$ cat src/rtl/vshr_pkg.sv
package vshr_pkg;
  localparam int unsigned NSIZES   = 4;
  localparam int unsigned LANE_MIN = 8;
  localparam int unsigned SH_W     = 7;

  typedef struct packed {
    logic [1:0]      size_idx;
    logic [SH_W-1:0] sh;
    logic            dec_err;
    logic            rsv_err;
  } vshr_dec_t;
endpackage

$ cat src/rtl/vshr_decode.sv
module vshr_decode
  import vshr_pkg::*;
(
  input  logic      wide,
  input  logic [3:0] imm_hi,
  input  logic [2:0] imm_lo,
  output vshr_dec_t dec
);
  logic [7:0] twice;
  logic [7:0] sh_full;

  always_comb begin
    dec = '0;
    casez (imm_hi)
      4'b1???: dec.size_idx = 2'd3;
      4'b01??: dec.size_idx = 2'd2;
      4'b001?: dec.size_idx = 2'd1;
      default: dec.size_idx = 2'd0;
    endcase
    twice   = 8'd16 << dec.size_idx;
    sh_full = twice - {1'b0, imm_hi, imm_lo};
    dec.sh  = sh_full[SH_W-1:0];
    dec.dec_err = (imm_hi == 4'b0000);
    dec.rsv_err = imm_hi[3] & ~wide;
    if (dec.dec_err) dec.sh = 7'd1;
  end
endmodule

$ cat src/rtl/vshr_lane.sv
module vshr_lane
  import vshr_pkg::*;
#(
  parameter int unsigned LW = 8
) (
  input  logic [LW-1:0]   x,
  input  logic [LW-1:0]   d,
  input  logic [SH_W-1:0] sh,
  input  logic            sgn,
  input  logic            rnd,
  input  logic            acc,
  output logic [LW-1:0]   y
);
  logic [2*LW-1:0] ext;
  logic [2*LW-1:0] shf;
  logic [2*LW-1:0] pre;
  logic            rbit;

  always_comb begin
    ext  = {{LW{sgn & x[LW-1]}}, x};
    shf  = ext >> sh;
    pre  = ext >> (sh - 7'd1);
    rbit = rnd & pre[0];
    y    = shf[LW-1:0] + LW'(rbit) + (acc ? d : '0);
  end
endmodule

$ cat src/rtl/vshr_lane_group.sv
module vshr_lane_group
  import vshr_pkg::*;
#(
  parameter int unsigned VW = 128,
  parameter int unsigned LW = 8
) (
  input  logic [VW-1:0]   src,
  input  logic [VW-1:0]   dst,
  input  logic [SH_W-1:0] sh,
  input  logic            sgn,
  input  logic            rnd,
  input  logic            acc,
  output logic [VW-1:0]   res
);
  localparam int unsigned NL = VW / LW;

  for (genvar i = 0; i < NL; i++) begin : g_lane
    vshr_lane #(.LW(LW)) u_lane (
      .x  (src[i*LW +: LW]),
      .d  (dst[i*LW +: LW]),
      .sh (sh),
      .sgn(sgn),
      .rnd(rnd),
      .acc(acc),
      .y  (res[i*LW +: LW])
    );
  end
endmodule

$ cat src/rtl/vshr_imm_unit.sv
module vshr_imm_unit
  import vshr_pkg::*;
#(
  parameter int unsigned VEC_W = 128
) (
  input  logic             clk,
  input  logic             rst_n,
  input  logic             in_valid,
  output logic             in_ready,
  input  logic             wide,
  input  logic [3:0]       imm_hi,
  input  logic [2:0]       imm_lo,
  input  logic             sgn,
  input  logic             rnd,
  input  logic             acc,
  input  logic [VEC_W-1:0] src_vec,
  input  logic [VEC_W-1:0] dst_vec,
  output logic             out_valid,
  input  logic             out_ready,
  output logic [VEC_W-1:0] res_vec,
  output logic             dec_err,
  output logic             rsv_err
);
  localparam int unsigned HALF_W = VEC_W / 2;

  vshr_dec_t        dec;
  logic [VEC_W-1:0] grp_res [NSIZES];
  logic [VEC_W-1:0] nxt_res;
  logic             fire;

  vshr_decode u_dec (
    .wide  (wide),
    .imm_hi(imm_hi),
    .imm_lo(imm_lo),
    .dec   (dec)
  );

  for (genvar s = 0; s < NSIZES; s++) begin : g_size
    vshr_lane_group #(.VW(VEC_W), .LW(LANE_MIN << s)) u_grp (
      .src(src_vec),
      .dst(dst_vec),
      .sh (dec.sh),
      .sgn(sgn),
      .rnd(rnd),
      .acc(acc),
      .res(grp_res[s])
    );
  end

  always_comb begin
    nxt_res = grp_res[dec.size_idx];
    if (!wide) nxt_res[VEC_W-1:HALF_W] = '0;
    if (dec.dec_err || dec.rsv_err) nxt_res = '0;
  end

  assign in_ready = ~out_valid | out_ready;
  assign fire     = in_valid & in_ready;

  always_ff @(posedge clk) begin
    if (!rst_n) begin
      out_valid <= 1'b0;
      res_vec   <= '0;
      dec_err   <= 1'b0;
      rsv_err   <= 1'b0;
    end else if (fire) begin
      out_valid <= 1'b1;
      res_vec   <= nxt_res;
      dec_err   <= dec.dec_err;
      rsv_err   <= dec.rsv_err & ~dec.dec_err;
    end else if (out_ready) begin
      out_valid <= 1'b0;
    end
  end
endmodule

$ cat config.mk
export PLATFORM = sky130hd
export DESIGN_NAME = vshr_imm_unit
export DESIGN_NICKNAME = d
export VERILOG_FILES = /design/src/rtl/vshr_pkg.sv /design/src/rtl/vshr_decode.sv /design/src/rtl/vshr_lane.sv /design/src/rtl/vshr_lane_group.sv /design/src/rtl/vshr_imm_unit.sv
export SDC_FILE = /design/constraint.sdc
export NUM_CORES = 2
export LEC_CHECK = 0
export BUFFER_PORTS_ARGS = -buffer_cell sky130_fd_sc_hd__clkbuf_2
export CORE_MARGIN = 2
export CORE_UTILIZATION = 60
export DETAILED_ROUTE_END_ITERATION = 16
export PLACE_DENSITY = 0.8
export SYNTH_ARGS = -nofsm -noshare
export SYNTH_HDL_FRONTEND = slang
export SYNTH_SLANG_ARGS = --single-unit
$ cat constraint.sdc
create_clock -name clk -period 21.2 [get_ports clk]
set_clock_uncertainty 0.2 [all_clocks]
set_input_delay 2.12 -clock clk [delete_from_list [all_inputs] [get_ports clk]]
set_output_delay 2.12 -clock clk [all_outputs]
set_load 0.05 [all_outputs]
==> results of run 1 <==
-- logic make-up after synthesis --
kind of cell    count (synthesis)  share of synthesized area, %
compound gates               2739                          35.1
mux                           392                          9.20
buf+inv                       693                          5.88
fa+ha+maj                     516                          14.1
flops                         131                          5.36
simple gates                 2485                          22.7
xor+xnor                      424                          7.64
-- metrics by stage --
| stage | cells | setup WS, ns | util [%] |
|---|---|---|---|
| floorplan | 7380 | 11.59 | - |
| detailed placement | 8457 | 8.97 | 63.6 |
| global placement | 8457 | 9.08 | 63.6 |
| CTS | 8487 | 9.49 | 64.4 |
-- layer usage --
layer	track usage [%]	overflow
met1	77.4	1
met5	26.5	0
met4	74.9	89
met2	93.4	139
met3	56.3	1
==> results_dict.tcl, run 1 <==
set metrics [dict create \
    synth_ff_type "dfxtp_1" \
    postCtsResizedCells 0 \
    yosysSeqAreaShare_pct 5.36 \
    yosys_warnings 0 \
    cts_setup_buffers 0 \
    first_global_vias 65360 \
    synth_area_sq_um 49000 \
    synth_common_cells "a21oi_1, nand2_1, nor2_1" \
    syn_nets 8166 \
    die_h_microns 290 \
    grt_pass1_wl_microns 467000 \
    avgSynthCellArea_sq_um 6.63 \
    synth_area_leaders "ha_1, a21oi_1, mux2i_1" \
    boundaryPins 403 \
    ys_ff_latch 131 \
    cts_buffers 17 \
    syn_inst 7380 \
    cts_max_level 4 \
    initial_utilization_pct 60.7 \
    placementRows 104 \
    gp_congestion 1.37 \
    ctsRootBufferMaster "clkbuf_16" \
    failed_stage "5_1_grt" \
    status "aborted with a tool error" \
    portBuffers 402 \
    cts_buffer_depth 2 \
    synth_top_area_share_pct 11.6 \
    yosysMostFrequentCell "a21oi_1" \
    dp_hpwl_microns 225000 \
    synth-edff-count 0 \
    synth.distinct_cells 105 \
    grt_overflow_total 230 \
    dpl_cell_area_sq_um 51300 \
    synthArstFlopShare_pct 0 \
    grt_max_degree 157 \
    cts.sinks 131 \
    grtUsageTotal_pct 75.6 \
    cts_hold_buf 0 \
    stop_error "[ERROR GRT-0116] Global routing finished with congestion. Check the congestion regions in the DRC Viewer." \
    yosysTopAreaCell "ha_1" \
    dieWidth_microns 290 \
]
==> run 2: changes to the inputs <==
--- a/config.mk
+++ b/config.mk
@@ -7,9 +7,9 @@
 export LEC_CHECK = 0
 export BUFFER_PORTS_ARGS = -buffer_cell sky130_fd_sc_hd__clkbuf_2
 export CORE_MARGIN = 2
-export CORE_UTILIZATION = 60
+export CORE_UTILIZATION = 40
 export DETAILED_ROUTE_END_ITERATION = 16
-export PLACE_DENSITY = 0.8
+export PLACE_DENSITY_LB_ADDON = 0.15
 export SYNTH_ARGS = -nofsm -noshare
 export SYNTH_HDL_FRONTEND = slang
 export SYNTH_SLANG_ARGS = --single-unit
==> run 2 against run 1 <==
Net effect: the flow now finishes, with violations (capacitance limit, slew limit); synthesized cell count stayed put; area after synthesis stayed put.
==> results_dict.tcl, run 2 <==
set metrics [dict create \
    core_sq_um 122000 \
    required_ns 21.46 \
    synth_top_family_by_area "compound AO/OA/AOI/OAI gates" \
    yosysSeqAreaShare_pct 5.36 \
    synth_area_leaders "ha_1, a21oi_1, mux2i_1" \
    fmax_mhz 74.0 \
    finalHoldWorstSlack_ns 0.240 \
    status "complete, but fails checks" \
    grt_pass1_wl_microns 481000 \
    initial_utilization_pct 40.3 \
    crit_top_cell "buf_4" \
    yosysTopAreaCell "ha_1" \
    cts_buffer_depth 2 \
    avgSynthCellArea_sq_um 6.63 \
    layout-drive-gt1-share_pct 10.9 \
    final_common_cell "a21oi_1" \
    synthSimpleGateAreaFrac_pct 22.7 \
    gp_congestion 1.18 \
    boundaryPins 403 \
    cts_max_level 4 \
    max_stage_delay_ns 1.13 \
    first_global_vias 60945 \
    wl_per_cell_microns 38.5 \
    syn_nets 8166 \
    synth_top_area_share_pct 11.6 \
    fin_util_pct 43.8 \
    critPathKind "input pin to register" \
    largest_reg_flops 128 \
    worst-path-max-fanout 58 \
    p_leak_nw 24.4 \
    syn_inst 7380 \
    finalCriticalPeriod_ns 13.51 \
    first_pass_iters 10 \
    synth.area.mux_share_pct 9.20 \
    synth_compound_area_share_pct 35.1 \
    slew_headroom_pct -16.9 \
    vias 64702 \
    drv_cap 9 \
    finalSetupTns_ns 0 \
    via_per_inst 7.08 \
    drtIter0Drc 9488 \
    grt_overflow_total 0 \
    cts_buffers 17 \
    top_register "res_vec" \
    synth_area_sq_um 49000 \
    peakVddDrop_uv 76.5 \
    hp-class "register to register" \
    portBuffers 402 \
    cts_tree "yes" \
    synth_ff_type "dfxtp_1" \
    rsz0062_at_grt "false" \
    mostFrequentLayoutCells "a21oi_1, nand2_1, nor2_1" \
    synth_common_cells "a21oi_1, nand2_1, nor2_1" \
    fillers 12998 \
    grt_max_degree 121 \
    synth-edff-count 0 \
    fin_crit_sh_pct 63.7 \
    dieWidth_microns 354 \
    grtUsageTotal_pct 54.2 \
    slowest_stage "nor2_1" \
    worst_pin_slew_ns 1.75 \
    cts_hold_buf 0 \
    clk_pin_slew_worst_paths_ns 0.07 \
    postCtsResizedCells 0 \
    p_per_area_nw_per_um2 68.5 \
    die_area_sq_um 125000 \
    clkLatencyLatePin_ns 0.54 \
    synthAdderAreaFrac_pct 14.1 \
    setup_violations 0 \
    cts.sinks 131 \
    yosys.area_share.xor_xnor_pct 7.64 \
    synthArstFlopShare_pct 0 \
    ctsRootBufferMaster "clkbuf_16" \
    dp_hpwl_microns 273000 \
    drc_errors 0 \
    violations "capacitance limit, slew limit" \
    synth.distinct_cells 105 \
    cts_setup_buffers 0 \
    hold_violations 0 \
    routed_wl_microns 352000 \
    postRouteAntennaNets 0 \
    antenna_found_initial 39 \
    start_kind "input pin" \
    end_kind "register" \
    yosysMostFrequentCell "a21oi_1" \
    yosys_warnings 0 \
    nets 8259 \
    placementRows 128 \
    areaGrowthSynthToFinish_pct 8.67 \
    cp_data_arrival_time_ns 13.76 \
    ys_ff_latch 131 \
    die_h_microns 354 \
    drv_slew 20 \
]
-- run 2: stage by stage --
step / setup slack [ns] / area [sq um] / cells / total power [mW]
2_1_floorplan: 11.59 / 49000 / 7380 / 2.06
3_3_place_gp: 8.11 / 52500 / 9073 / 3.10
3_5_place_dp: 8.13 / 52500 / 9073 / 3.10
4_1_cts: 8.66 / 53000 / 9105 / 3.44
5_1_grt: 7.91 / 53100 / 9115 / 3.72
6_report: 7.69 / 53200 / 9141 / 3.64
-- run 2: worst paths after layout --
check	start	to	slack, ns	cells past startpoint
min	res_vec[85]$_SDFFE_PN0P_	res_vec[85]$_SDFFE_PN0P_	0.24	2
min reg2reg	res_vec[85]$_SDFFE_PN0P_	res_vec[85]$_SDFFE_PN0P_	0.24	2
max	imm_hi[1]	res_vec[31]$_SDFFE_PN0P_	7.69	30
max reg2reg	out_valid$_SDFFE_PN0P_	res_vec[120]$_SDFFE_PN0P_	17.60	11
-- run 2: kinds of logic after synthesis --
group / count (synthesis)
xor gates and xnor gates: 424
and+or+nand+nor: 2485
adders and majority gates: 516
AOI/OAI and AO/OA: 2739
buffers and inverters: 693
DFF: 131
muxes: 392
-- run 2: worst max-delay path: cells and delay by family --
kind | cells | cell delay (ns)
and+or+nand+nor | 12 | 5.45
adders and majority gates | 2 | 0.94
buffers and inverters | 8 | 3.35
xor gates and xnor gates | 1 | 0.12
AOI/OAI and AO/OA | 7 | 1.60
-- run 2: layout make-up --
class	count	area, sq um	share of cell area (%)
multi-input cells	6556	43700	82.2
clock buffers	19	433	0.814
well taps	1625	2030	3.82
diodes	30	75.1	0.141
inverters	170	648	1.22
repair buffers	597	3520	6.62
flip-flops and latches	131	2620	4.93
clock inverters	13	135	0.254
-- run 2: per-layer routing --
layer | up-vias | wire length (microns) | GRT usage (%)
li1 | 27307 | - | -
met1 | 30504 | 119000 | 58.1
met2 | 4994 | 145000 | 80.8
met3 | 1877 | 39800 | 18.0
met4 | 20 | 47500 | 57.8
met5 | - | 216 | 0.340
-- run 2: report_power, final --
| group | switching, mW | internal [mW] | leakage (nW) | total, mW |
|---|---|---|---|---|
| Clock | 0.157 | 0.172 | 0.277 | 0.329 |
| Sequential | 0.0150 | 0.270 | 1.07 | 0.285 |
| Combinational | 2.12 | 0.908 | 23.0 | 3.03 |
| Total | 2.29 | 1.35 | 24.4 | 3.64 |
(Power assumes the default switching activity.)
